## src/rtl/symcnt_pkg.sv

```systemverilog
package symcnt_pkg;
  localparam int ADDR_W = 5;
  localparam int FLAG_W = 5;
  localparam logic [ADDR_W-1:0] A_CTRL     = 5'h04;
  localparam logic [ADDR_W-1:0] A_BUSY     = 5'h05;
  localparam logic [ADDR_W-1:0] A_FLAGS    = 5'h06;
  localparam logic [ADDR_W-1:0] A_MASK     = 5'h07;
  localparam logic [ADDR_W-1:0] A_CMP_BASE = 5'h10;
  localparam int F_BACKOFF = 4;
  localparam int F_OVF     = 3;
endpackage

```

## src/rtl/symcnt_core.sv

```systemverilog
module symcnt_core #(
  parameter int CNT_W = 32,
  localparam int BYTES = CNT_W / 8
) (
  input  logic             clk,
  input  logic             rst,
  input  logic             tick,
  input  logic [BYTES-1:0] byte_we,
  input  logic [7:0]       wdata,
  output logic [CNT_W-1:0] cnt_o,
  output logic [CNT_W-1:0] staged_o,
  output logic             busy_o,
  output logic             count_evt,
  output logic [CNT_W-1:0] next_val,
  output logic             ovf_evt
);
  logic [CNT_W-1:0] cnt_q, stage_q;
  logic             busy_q;

  // a tick counts only when no load waits for it
  assign count_evt = tick & ~busy_q;
  assign next_val  = cnt_q + 1'b1;
  assign ovf_evt   = count_evt & (&cnt_q);

  for (genvar b = 0; b < BYTES; b++) begin : g_stage
    always_ff @(posedge clk) begin
      if (rst)             stage_q[b*8 +: 8] <= '0;
      else if (byte_we[b]) stage_q[b*8 +: 8] <= wdata;
    end
  end

  always_ff @(posedge clk) begin
    if (rst) begin
      cnt_q  <= '0;
      busy_q <= 1'b0;
    end else begin
      if (tick) cnt_q <= busy_q ? stage_q : next_val;
      if (byte_we[0])  busy_q <= 1'b1;
      else if (tick)   busy_q <= 1'b0;
    end
  end

  assign cnt_o    = cnt_q;
  assign staged_o = stage_q;
  assign busy_o   = busy_q;
endmodule

```

## src/rtl/symcnt_cmp.sv

```systemverilog
module symcnt_cmp #(
  parameter int CNT_W = 32,
  localparam int BYTES = CNT_W / 8
) (
  input  logic             clk,
  input  logic             rst,
  input  logic [BYTES-1:0] byte_we,
  input  logic [7:0]       wdata,
  input  logic             count_evt,
  input  logic [CNT_W-1:0] next_val,
  output logic [CNT_W-1:0] cmp_o,
  output logic             match_evt
);
  logic [CNT_W-1:0] cmp_q;

  for (genvar b = 0; b < BYTES; b++) begin : g_byte
    always_ff @(posedge clk) begin
      if (rst)             cmp_q[b*8 +: 8] <= '0;
      else if (byte_we[b]) cmp_q[b*8 +: 8] <= wdata;
    end
  end

  assign match_evt = count_evt && (next_val == cmp_q);
  assign cmp_o     = cmp_q;
endmodule

```

## src/rtl/symcnt_backoff.sv

```systemverilog
module symcnt_backoff #(
  parameter int SLOT_SYMS = 20,
  localparam int SW = $clog2(SLOT_SYMS)
) (
  input  logic clk,
  input  logic rst,
  input  logic en,
  input  logic tick,
  output logic slot_evt
);
  localparam logic [SW-1:0] LAST = SW'(SLOT_SYMS - 1);
  logic [SW-1:0] slot_q;

  assign slot_evt = en && tick && (slot_q == LAST);

  always_ff @(posedge clk) begin
    if (rst || !en) slot_q <= '0;
    else if (tick)  slot_q <= (slot_q == LAST) ? '0 : slot_q + 1'b1;
  end
endmodule

```

## src/rtl/symcnt_irq.sv

```systemverilog
module symcnt_irq #(
  parameter int W = 5
) (
  input  logic         clk,
  input  logic         rst,
  input  logic [W-1:0] set_evt,
  input  logic         flags_we,
  input  logic         mask_we,
  input  logic [7:0]   wdata,
  input  logic [W-1:0] ack,
  output logic [W-1:0] flags_o,
  output logic [W-1:0] mask_o,
  output logic         irq_o
);
  logic [W-1:0] flags_q, mask_q, flags_n, mask_n, clr;
  logic         irq_q;

  always_comb begin
    clr     = ack | (flags_we ? wdata[W-1:0] : '0);
    flags_n = (flags_q & ~clr) | set_evt;   // a new event beats a clear
    mask_n  = mask_we ? wdata[W-1:0] : mask_q;
  end

  always_ff @(posedge clk) begin
    if (rst) begin
      flags_q <= '0;
      mask_q  <= '0;
      irq_q   <= 1'b0;
    end else begin
      flags_q <= flags_n;
      mask_q  <= mask_n;
      irq_q   <= |(flags_n & mask_n);
    end
  end

  assign flags_o = flags_q;
  assign mask_o  = mask_q;
  assign irq_o   = irq_q;
endmodule

```

## src/rtl/symcnt_timer.sv

```systemverilog
module symcnt_timer
  import symcnt_pkg::*;
#(
  parameter int CNT_W     = 32,
  parameter int NUM_CMP   = 3,
  parameter int SLOT_SYMS = 20
) (
  input  logic              clk,
  input  logic              rst,
  input  logic              sym_tick,
  input  logic              wr_en,
  input  logic [ADDR_W-1:0] addr,
  input  logic [7:0]        wdata,
  output logic [7:0]        rdata,
  input  logic [FLAG_W-1:0] irq_ack,
  output logic              irq
);
  localparam int BYTES = CNT_W / 8;

  logic [BYTES-1:0]   cnt_we;
  logic [CNT_W-1:0]   cnt, staged, next_val;
  logic               busy, count_evt, ovf_evt, slot_evt, low_we;
  logic               ctrl_en;
  logic [FLAG_W-1:0]  flags, mask, set_evt;
  logic [NUM_CMP-1:0] match;
  logic [CNT_W-1:0]   cmp_val [NUM_CMP];
  logic [7:0]         rd_n;

  for (genvar b = 0; b < BYTES; b++) begin : g_cwe
    assign cnt_we[b] = wr_en && (addr == ADDR_W'(b));
  end
  assign low_we = cnt_we[0];

  symcnt_core #(.CNT_W(CNT_W)) core_i (
    .clk(clk), .rst(rst), .tick(sym_tick), .byte_we(cnt_we), .wdata(wdata),
    .cnt_o(cnt), .staged_o(staged), .busy_o(busy), .count_evt(count_evt),
    .next_val(next_val), .ovf_evt(ovf_evt)
  );

  for (genvar k = 0; k < NUM_CMP; k++) begin : g_cmp
    logic [BYTES-1:0] we;
    for (genvar b = 0; b < BYTES; b++) begin : g_we
      assign we[b] = wr_en && (addr == A_CMP_BASE + ADDR_W'(4*k + b));
    end
    symcnt_cmp #(.CNT_W(CNT_W)) cmp_i (
      .clk(clk), .rst(rst), .byte_we(we), .wdata(wdata),
      .count_evt(count_evt), .next_val(next_val),
      .cmp_o(cmp_val[k]), .match_evt(match[k])
    );
  end

  always_ff @(posedge clk) begin
    if (rst)                           ctrl_en <= 1'b0;
    else if (wr_en && addr == A_CTRL)  ctrl_en <= wdata[0];
  end

  symcnt_backoff #(.SLOT_SYMS(SLOT_SYMS)) bo_i (
    .clk(clk), .rst(rst), .en(ctrl_en), .tick(sym_tick), .slot_evt(slot_evt)
  );

  always_comb begin
    set_evt            = '0;
    set_evt[NUM_CMP-1:0] = match;
    set_evt[F_OVF]     = ovf_evt;
    set_evt[F_BACKOFF] = slot_evt;
  end

  symcnt_irq #(.W(FLAG_W)) irq_i (
    .clk(clk), .rst(rst), .set_evt(set_evt),
    .flags_we(wr_en && addr == A_FLAGS), .mask_we(wr_en && addr == A_MASK),
    .wdata(wdata), .ack(irq_ack), .flags_o(flags), .mask_o(mask), .irq_o(irq)
  );

  always_comb begin
    rd_n = '0;
    for (int b = 0; b < BYTES; b++)
      if (addr == ADDR_W'(b)) rd_n = cnt[b*8 +: 8];
    for (int k = 0; k < NUM_CMP; k++)
      for (int b = 0; b < BYTES; b++)
        if (addr == A_CMP_BASE + ADDR_W'(4*k + b)) rd_n = cmp_val[k][b*8 +: 8];
    case (addr)
      A_CTRL:  rd_n = {7'd0, ctrl_en};
      A_BUSY:  rd_n = {7'd0, busy};
      A_FLAGS: rd_n = 8'(flags);
      A_MASK:  rd_n = 8'(mask);
      default: ;
    endcase
  end

  always_ff @(posedge clk) begin
    if (rst) rdata <= '0;
    else     rdata <= rd_n;
  end
endmodule

```

## config.mk

```make
export PLATFORM = sky130hd
export DESIGN_NAME = symcnt_timer
export DESIGN_NICKNAME = d
export VERILOG_FILES = /design/src/rtl/symcnt_pkg.sv /design/src/rtl/symcnt_core.sv /design/src/rtl/symcnt_cmp.sv /design/src/rtl/symcnt_backoff.sv /design/src/rtl/symcnt_irq.sv /design/src/rtl/symcnt_timer.sv
export SDC_FILE = /design/constraint.sdc
export NUM_CORES = 1
export LEC_CHECK = 0
export ABC_AREA = 1
export ABC_CLOCK_PERIOD_IN_PS = 6800
export BUFFER_PORTS_ARGS = -buffer_cell sky130_fd_sc_hd__buf_2
export CAP_MARGIN = 10
export CORE_MARGIN = 2
export CORE_UTILIZATION = 60
export CTS_BUF_LIST = sky130_fd_sc_hd__clkbuf_2 sky130_fd_sc_hd__clkbuf_4 sky130_fd_sc_hd__clkbuf_8
export CTS_CLUSTER_DIAMETER = 50
export DETAILED_ROUTE_END_ITERATION = 12
export GPL_TIMING_DRIVEN = 1
export PLACE_DENSITY_LB_ADDON = 0.08
export SYNTH_ARGS = -nofsm -noshare
export SYNTH_HDL_FRONTEND = slang
export SYNTH_HIERARCHICAL = 1
export SYNTH_SLANG_ARGS = --single-unit
```

## constraint.sdc

```tcl
create_clock -name clk -period 6.8 [get_ports clk]
set_clock_uncertainty 0.1 [all_clocks]
set_input_delay 0.68 -clock clk [delete_from_list [all_inputs] [get_ports clk]]
set_output_delay 0.68 -clock clk [all_outputs]
set_load 0.05 [all_outputs]
```

==> metrics.log, run 1 <==
[metrics] fraction of the yosys area taken by sequential cells: 33.7%
[metrics] global placement routability congestion: 1.01
[metrics] Iteration-0 DRC Markers: 1458
[metrics] length of the first detailed-routing pass in iterations: 8
[metrics] outcome: finished, final reports clean
[metrics] placeable core area: 0.0180 mm²
[metrics] data arrival time at the worst-slack endpoint: 3.71 ns
[metrics] total of flip-flops plus latches after synthesis: 186
[metrics] full die area: 0.0195 mm²
[metrics] largest voltage drop on the vdd net: 0.141 mV
[metrics] fraction of final layout cells with drive strength greater than 1: 9.26%
[metrics] setup_tns: 0 ns
[metrics] worst slack at placement: 3.55 ns
[metrics] TritonCTS Sinks: 186
[metrics] final number of hold-violating endpoints: 0
[metrics] number of antenna violations at the first check in global routing: 1
[metrics] post-CTS setup-driven buffer insertion count: 0
[metrics] number of global-route vias before repair: 10300
[metrics] Max Clk Rate: 297 MHz
[metrics] maximum fanout along the worst path: 6
[metrics] leakage power summed over all cells: 4.71 nW
[metrics] final critical path time including I/O delays and setup: 3.37 ns
[metrics] average wire per cell in the routed design: 19.4 µm
[metrics] Worst Tran Pin Value: 1.13 ns
[metrics] final-stage net count: 1783
[metrics] number of ports placed on the die boundary: 31
[metrics] Critical Path RT: 7.13 ns
[metrics] post-synth net total: 1773
[metrics] share of flip-flops with an asynchronous set or reset: 0%
[metrics] maximum number of pins on one net before global-route repair: 69
[metrics] detailed-route wire length: 38800 µm
[metrics] clock latency reported for the late side of the worst-skew pair: 0.50 ns
[metrics] Chip Height: 140 µm
[metrics] worst hold path type: reg2reg
[metrics] final-report max-slew violation count: 0
[metrics] WHS: 0.365 ns
[metrics] type of the worst setup path: reg2reg
[metrics] Max clock buf depth: 2
[metrics] final core utilization: 64.9%
[metrics] total congestion overflow after global routing: 0
[metrics] nature of the critical path startpoint: register
[metrics] Syn Inst Count: 1749
[metrics] clock-pin slew on the worst setup and hold paths: 0.12 ns
[metrics] routed via count divided by cell count: 5.76
[metrics] TritonCTS clock tree: done
[metrics] total routing resource utilization after global routing: 39.4%
[metrics] total CTS buffers: 17
[metrics] HPWL Detailed: 27100 µm
[metrics] post-synthesis average cell area: 6.33 µm²
[metrics] Synth Cell Area: 0.0111 mm²
[metrics] Die Width: 140 µm
[metrics] Port Buffers: 30
[metrics] top_reg_cell synth: sky130_fd_sc_hd__dfxtp_1
[metrics] Worst Slack Setup Final: 3.43 ns
[metrics] number of maximum-capacitance violations: 0
[metrics] final setup vio count: 0
[metrics] setup repair after global routing missed its margin: false
[metrics] pwr/cell area: 183 mW/mm²
[metrics] Synth warnings: 6
[metrics] Initial Util: 61.4%
[metrics] worst relative slew slack: 24.0%
[metrics] global-route wire length before repair: 58900 µm
[metrics] deepest level of the CTS H-tree: 4
[metrics] Site Rows: 49
[metrics] total of cells resized after clock tree synthesis: 0
[metrics] Tcrit/Tclk final: 49.6%
[metrics] DRC Markers: 0
[metrics] number of synthesized flops with an enable pin: 0
[metrics] count of nets left with antenna violations after detail routing: 0
[metrics] # hold bufs at CTS: 0
[metrics] Syn-to-layout area delta: 5.73%
[metrics] kind of capture point of the worst setup path: register
[metrics] Clk Tree Root Cell: sky130_fd_sc_hd__clkbuf_8
[metrics] total vias in the final route: 11500
[metrics] Synth cell types: 43
==> power breakdown <==
group	switching (mW)	leakage (nW)	internal, mW
combinational	0.191	3.01	0.0683
sequential	0.0197	1.50	1.11
clock	0.479	0.200	0.275
==> cells in the final DEF, fill, tap and decap left out, types with 19 or more instances in the layout <==
cell,n
sky130_fd_sc_hd__nand3_1,56
sky130_fd_sc_hd__nand2_1,532
sky130_fd_sc_hd__nand4_1,24
sky130_fd_sc_hd__xnor2_1,19
sky130_fd_sc_hd__o21ai_0,61
sky130_fd_sc_hd__inv_2,19
sky130_fd_sc_hd__buf_2,29
sky130_fd_sc_hd__nor2_4,19
sky130_fd_sc_hd__inv_1,215
sky130_fd_sc_hd__a21oi_1,132
sky130_fd_sc_hd__dfxtp_1,186
sky130_fd_sc_hd__a211oi_1,54
sky130_fd_sc_hd__nor2_1,248
==> worst max-delay path, stage by stage (launching register included) <==
cell	delay (ns)
sky130_fd_sc_hd__dfxtp_1	0.41
sky130_fd_sc_hd__ha_1	0.20
sky130_fd_sc_hd__nand2_1	0.09
sky130_fd_sc_hd__nor2_4	0.15
sky130_fd_sc_hd__nand2_2	0.10
sky130_fd_sc_hd__nor2_4	0.20
sky130_fd_sc_hd__nand3_1	0.12
sky130_fd_sc_hd__nand2_1	0.50
sky130_fd_sc_hd__inv_1	0.09
sky130_fd_sc_hd__nand2_1	0.08
sky130_fd_sc_hd__nand2_1	0.05
sky130_fd_sc_hd__nor2_1	0.16
sky130_fd_sc_hd__nand2_1	0.07
sky130_fd_sc_hd__nor2_1	0.08
sky130_fd_sc_hd__nand3_1	0.08
sky130_fd_sc_hd__nor2_1	0.35
sky130_fd_sc_hd__inv_1	0.12
sky130_fd_sc_hd__nand2_1	0.09
sky130_fd_sc_hd__nand2_1	0.05
sky130_fd_sc_hd__nand3_1	0.08
sky130_fd_sc_hd__nor2_1	0.04
sky130_fd_sc_hd__nor2_1	0.08
==> cell type report <==
cell class / count / area (µm²)
fill: 1762 / 6330
multi-input combinational: 1276 / 6150
sequential: 186 / 3720
inverter: 238 / 896
tap: 229 / 287
timing repair buffer: 40 / 248
clock buffer: 17 / 234
clock inverter: 15 / 155
antenna: 1 / 2.50
==> Yosys cell counts (4+ instances only) <==
| cell | count | area (µm²) |
|---|---|---|
| sky130_fd_sc_hd__nand3_1 | 56 | 280 |
| sky130_fd_sc_hd__a211oi_1 | 54 | 405 |
| sky130_fd_sc_hd__nand2_2 | 13 | 81.3 |
| sky130_fd_sc_hd__inv_2 | 19 | 71.3 |
| sky130_fd_sc_hd__nor2_1 | 248 | 931 |
| sky130_fd_sc_hd__buf_6 | 10 | 113 |
| sky130_fd_sc_hd__nor3_1 | 18 | 90.1 |
| sky130_fd_sc_hd__buf_2 | 14 | 70.1 |
| sky130_fd_sc_hd__clkbuf_1 | 19 | 71.3 |
| sky130_fd_sc_hd__or2_0 | 4 | 25.0 |
| sky130_fd_sc_hd__or2_2 | 4 | 25.0 |
| sky130_fd_sc_hd__nor2_2 | 9 | 56.3 |
| sky130_fd_sc_hd__a211oi_2 | 6 | 75.1 |
| sky130_fd_sc_hd__nand4_1 | 24 | 150 |
| sky130_fd_sc_hd__nand3b_1 | 7 | 52.6 |
| sky130_fd_sc_hd__xnor2_1 | 19 | 166 |
| sky130_fd_sc_hd__a22o_1 | 4 | 35.0 |
| sky130_fd_sc_hd__xor2_1 | 13 | 114 |
| sky130_fd_sc_hd__o21ai_0 | 61 | 305 |
| sky130_fd_sc_hd__inv_1 | 215 | 807 |
| sky130_fd_sc_hd__o211ai_1 | 4 | 30.0 |
| sky130_fd_sc_hd__nor2_4 | 19 | 214 |
| sky130_fd_sc_hd__dfxtp_1 | 186 | 3720 |
| sky130_fd_sc_hd__a21oi_1 | 132 | 661 |
| sky130_fd_sc_hd__o21ai_1 | 16 | 80.1 |
| sky130_fd_sc_hd__xor2_2 | 8 | 130 |
| sky130_fd_sc_hd__nand2_1 | 532 | 2000 |
| sky130_fd_sc_hd__nand2_4 | 6 | 67.6 |
| sky130_fd_sc_hd__buf_4 | 4 | 30.0 |
==> metrics by stage <==
step / cells / power (mW) / instance area, µm²
after floorplan: 1749 / 1.30 / 11100
after global placement: 1968 / 1.40 / 11300
after detailed placement: 1969 / 1.40 / 11300
after CTS: 2001 / 2.13 / 11700
after global routing: 2001 / 2.20 / 11700
final: 2002 / 2.14 / 11700
==> metal layers <==
layer	part of all wire, %	global-route usage [%]	vias to the layer above
li1	-	-	5533
met2	43	58.3	609
met4	5.5	19.6	0
met3	11	8.84	120
met5	0	0	-
met1	41	54.2	5268
==> logic make-up after synthesis <==
| logic type | count (synthesis) | synth area share, % |
|---|---|---|
| xor gates and xnor gates | 40 | 3.71 |
| buffers and inverters | 287 | 10.7 |
| DFF | 186 | 33.7 |
| AOI/OAI and AO/OA | 287 | 15.1 |
| and+or+nand+nor | 947 | 36.6 |
| adders and majority gates | 2 | 0.226 |
==> registers in the layout, summed over array words and instances, names as in the netlist <==
signal / cells
core_i/busy_o: 1
ctrl_en: 1
rdata: 8
irq_i/flags_o: 5
irq_i/irq_o: 1
g_cmp.cmp_i/cmp_o: 96
core_i/staged_o: 32
bo_i/slot_q: 5
irq_i/mask_o: 5
core_i/cnt_o: 32
==> final timing paths <==
kind | depth (start not counted) | end | slack (ns) | from
worst max-delay path | 21 | irq_i/irq_o | 3.43 | core_i/cnt_o[1]
worst min register to register | 2 | core_i/staged_o[19] | 0.36 | core_i/staged_o[19]
worst min-delay path | 2 | core_i/staged_o[19] | 0.36 | core_i/staged_o[19]
worst max register to register | 21 | irq_i/irq_o | 3.43 | core_i/cnt_o[1]
No activity file was read; power rests on OpenSTA's default activity.
==> run 2: changes to the inputs <==
--- a/config.mk
+++ b/config.mk
@@ -6,7 +6,7 @@
 export NUM_CORES = 1
 export LEC_CHECK = 0
 export ABC_AREA = 1
-export ABC_CLOCK_PERIOD_IN_PS = 6800
+export ABC_CLOCK_PERIOD_IN_PS = 3240
 export BUFFER_PORTS_ARGS = -buffer_cell sky130_fd_sc_hd__buf_2
 export CAP_MARGIN = 10
 export CORE_MARGIN = 2
==> constraint.sdc (replaced) <==
create_clock -name clk -period 3.24 [get_ports clk]
set_clock_uncertainty 0.1 [all_clocks]
set_input_delay 0.324 -clock clk [delete_from_list [all_inputs] [get_ports clk]]
set_output_delay 0.324 -clock clk [all_outputs]
set_load 0.05 [all_outputs]
==> run 2 against run 1 <==
  * Fmax rose by 8.7%
  * Sequential power rose by 110%
  * Utilization rose by 1.8 points
  * Wire length rose by 3.4%
  * Combinational power rose by 130%
  * Via count rose by 2.2%
  * Hold slack got worse by 0.33 ns
  * Critical path depth fell by 1
  * Non-clock buffer count rose by 37
  * Highest routed layer unchanged
  * Power rose by 120%
==> metrics.log, run 2 (synthesis results as in run 1) <==
[metrics] average wire per cell in the routed design: 19.7 µm (was 19.4 µm)
[metrics] global-route wire length before repair: 60700 µm (was 58900 µm)
[metrics] fraction of power spent switching nets: 31.0% (was 32.2%)
[metrics] routed via count divided by cell count: 5.78 (was 5.76)
[metrics] antenna diode count: 0 (was 1)
[metrics] Iteration-0 DRC Markers: 1399 (was 1458)
[metrics] placeable core area: 0.0180 mm² (unchanged)
[metrics] Reg2Reg Capture Point: irq_i/irq_o (unchanged)
[metrics] largest voltage drop on the vdd net: 0.526 mV (was 0.141 mV)
[metrics] highest-count cells in the layout ignoring fill and taps: sky130_fd_sc_hd__nand2_1, sky130_fd_sc_hd__nor2_1, sky130_fd_sc_hd__inv_1 (unchanged)
[metrics] Hold Startpoint: irq_ack[3] (was core_i/staged_o[19])
[metrics] final-report max-slew violation count: 0 (unchanged)
[metrics] TritonCTS Sinks: 186 (unchanged)
[metrics] Most Crowded Layer GR: met2 (unchanged)
[metrics] leakage power summed over all cells: 4.92 nW (was 4.71 nW)
[metrics] most common library cell in the layout ignoring fill and taps: sky130_fd_sc_hd__nand2_1 (unchanged)
[metrics] maximum number of pins on one net before global-route repair: 100 (was 69)
[metrics] Critical Path RT: 3.57 ns (was 7.13 ns)
[metrics] Worst Hold Depth: 3 (was 2)
[metrics] global-route track usage on met3: 7.30% (was 8.84%)
[metrics] Port Buffers: 30 (unchanged)
[metrics] data arrival time at the worst-slack endpoint: 3.44 ns (was 3.71 ns)
[metrics] Tcrit/Tclk final: 95.7% (was 49.6%)
[metrics] length of the first detailed-routing pass in iterations: 6 (was 8)
[metrics] pwr/cell area: 384 mW/mm² (was 183 mW/mm²)
[metrics] DRC Markers: 0 (unchanged)
[metrics] global-route track usage on met1: 56.9% (was 54.2%)
[metrics] clock latency reported for the late side of the worst-skew pair: 0.49 ns (was 0.50 ns)
[metrics] hold worst-path end: irq_i/flags_o[3] (was core_i/staged_o[19])
[metrics] Die Width: 140 µm (unchanged)
[metrics] WHS: 0.0365 ns (was 0.365 ns)
[metrics] final critical path time including I/O delays and setup: 3.10 ns (was 3.37 ns)
[metrics] setup slack on the worst flop-to-flop path: 0.14 ns (was 3.43 ns)
[metrics] placed instance count: 2004 (was 1969)
[metrics] met2 Resource Use GR: 60.9% (was 58.3%)
[metrics] number of antenna violations at the first check in global routing: 0 (was 1)
[metrics] power share of the sequential group: 51.2% (was 52.6%)
[metrics] total routing resource utilization after global routing: 40.7% (was 39.4%)
[metrics] maximum fanout along the worst path: 7 (was 6)
[metrics] reg2reg start: core_i/cnt_o[10] (was core_i/cnt_o[1])
[metrics] final setup vio count: 0 (unchanged)
[metrics] global placement routability congestion: 1.05 (was 1.01)
[metrics] type of the worst setup path: reg2reg (unchanged)
[metrics] number of maximum-capacitance violations: 0 (unchanged)
[metrics] total congestion overflow after global routing: 0 (unchanged)
[metrics] switching pwr: 1.43 mW (was 0.690 mW)
[metrics] fillcell total: 1748 (was 1762)
[metrics] area taken by multi-input logic gates: 0.00616 mm² (was 0.00615 mm²)
[metrics] total CTS buffers: 17 (unchanged)
[metrics] part of the power in the clock network: 35.7% (was 35.2%)
[metrics] Max clock buf depth: 2 (unchanged)
[metrics] post-CTS setup-driven buffer insertion count: 0 (unchanged)
[metrics] part of the total power dissipated in combinational logic: 13.1% (was 12.1%)
[metrics] Max Clk Rate: 322 MHz (was 297 MHz)
[metrics] final-stage net count: 1820 (was 1783)
[metrics] Initial Util: 61.4% (unchanged)
[metrics] outcome: finished, final reports clean (unchanged)
[metrics] P_int: 3.18 mW (was 1.45 mW)
[metrics] detailed-route wire length: 40200 µm (was 38800 µm)
[metrics] setup repair after global routing missed its margin: false (unchanged)
[metrics] kind of capture point of the worst setup path: register (unchanged)
[metrics] full die area: 0.0195 mm² (unchanged)
[metrics] Storage cell area: 0.00372 mm² (unchanged)
[metrics] fraction of final layout cells with drive strength greater than 1: 11.1% (was 9.26%)
[metrics] worst hold path type: in2reg (was reg2reg)
[metrics] Clk Tree Root Cell: sky130_fd_sc_hd__clkbuf_8 (unchanged)
[metrics] clock-pin slew on the worst setup and hold paths: 0.11 ns (was 0.12 ns)
[metrics] number of ports placed on the die boundary: 31 (unchanged)
[metrics] Chip Height: 140 µm (unchanged)
[metrics] nature of the critical path startpoint: register (unchanged)
[metrics] TritonCTS clock tree: done (unchanged)
[metrics] total vias in the final route: 11800 (was 11500)
[metrics] count of placed standard cells in the final layout, fillers left out: 2038 (was 2002)
[metrics] reg2reg path depth: 20 (was 21)
[metrics] setup_tns: 0 ns (unchanged)
[metrics] number of global-route vias before repair: 10500 (was 10300)
[metrics] worst relative slew slack: 32.2% (was 24.0%)
[metrics] flip-flop count of the largest register after layout: 96 (unchanged)
[metrics] HPWL Detailed: 29400 µm (was 27100 µm)
[metrics] Syn-to-layout area delta: 8.68% (was 5.73%)
[metrics] count of nets left with antenna violations after detail routing: 0 (unchanged)
[metrics] Worst Tran Pin Value: 1.02 ns (was 1.13 ns)
[metrics] final number of hold-violating endpoints: 0 (unchanged)
[metrics] deepest level of the CTS H-tree: 4 (unchanged)
[metrics] Site Rows: 49 (unchanged)
[run 2: cell count changes in the layout (fill, tap and decap cells not counted), sizes merged]
cell	delta
dlygate4sd3	+1
clkbuf	+2
bufinv	+1
clkinv	-3
diode	-1
buf	+36
[run 2: layout make-up]
class                           count  share of cell area, %
Clock buffer                       19                   2.17
Clock inverter                     13                   1.24
Inverter                          238                   7.45
Multi-Input combinational cell   1276                   51.2
Sequential cell                   186                   31.0
Tap cell                          229                   2.38
Timing Repair Buffer               77                   4.60
[run 2: worst max-delay path, stage by stage (launching register included)]
cell and delay [ns]:
sky130_fd_sc_hd__dfxtp_1 0.49, sky130_fd_sc_hd__nand2_1 0.13, sky130_fd_sc_hd__nor2_1 0.19, sky130_fd_sc_hd__nand2_2 0.12, sky130_fd_sc_hd__nor2_8 0.16, sky130_fd_sc_hd__nand3_1 0.11, sky130_fd_sc_hd__nand2_1 0.43, sky130_fd_sc_hd__inv_1 0.08
sky130_fd_sc_hd__nand2_1 0.08, sky130_fd_sc_hd__nand2_1 0.05, sky130_fd_sc_hd__nor2_1 0.17, sky130_fd_sc_hd__nand2_1 0.08, sky130_fd_sc_hd__nor2_1 0.12, sky130_fd_sc_hd__nand3_1 0.09, sky130_fd_sc_hd__nor2_1 0.23, sky130_fd_sc_hd__inv_1 0.10
sky130_fd_sc_hd__nand2_1 0.08, sky130_fd_sc_hd__nand2_1 0.04, sky130_fd_sc_hd__nand3_1 0.07, sky130_fd_sc_hd__nor2_1 0.04, sky130_fd_sc_hd__nor2_1 0.07
[run 2: worst max path at each step]
stage | startpoint | to | slack (ns) | cells past startpoint
5_1_grt | core_i/cnt_o[9] | irq_i/irq_o | 0.02 | 21
3_5_place_dp | core_i/cnt_o[8] | irq_i/irq_o | 0.33 | 20
4_1_cts | core_i/cnt_o[8] | irq_i/irq_o | 0.32 | 21
6_report | core_i/cnt_o[10] | irq_i/irq_o | 0.14 | 20
2_1_floorplan | core_i/cnt_o[1] | irq_i/irq_o | 1.00 | 19
3_3_place_gp | core_i/cnt_o[1] | irq_i/irq_o | 0.39 | 22
[run 2: per-layer routing]
metal / vias to the layer above / share of wire (%)
met5: - / 0
met3: 135 / 11
met1: 5358 / 41
met4: 0 / 5.7
li1: 5611 / -
met2: 681 / 42
[run 2: repair_timing]
item / 4_1_cts / 5_1_grt
setup endpoints to repair: 0 / 1
hold buffers: 1 / 0
endpoints found under the hold margin: 1 / 0
gates resized for setup: 0 / 1
[run 2: stage by stage]
step                      instance area (µm²)  util [%]  setup slack [ns]  total power, mW
final                                   12000      66.7             0.138             4.61
after floorplan                         11100         -              1.00             2.73
after CTS                               12000      66.5             0.319             4.59
after global routing                    12000      66.7            0.0231             4.74
after detailed placement                11600      64.2             0.335             2.99
after global placement                  11600      64.2             0.391             2.98
[run 2: power by group through the flow]
stage          Clock [mW]  Sequential [mW]  Combinational, mW
6_report             1.64             2.36              0.604
5_1_grt              1.74             2.37              0.637
2_1_floorplan           0             2.42              0.311
3_5_place_dp            0             2.41              0.572
3_3_place_gp            0             2.41              0.570
4_1_cts              1.65             2.36              0.575
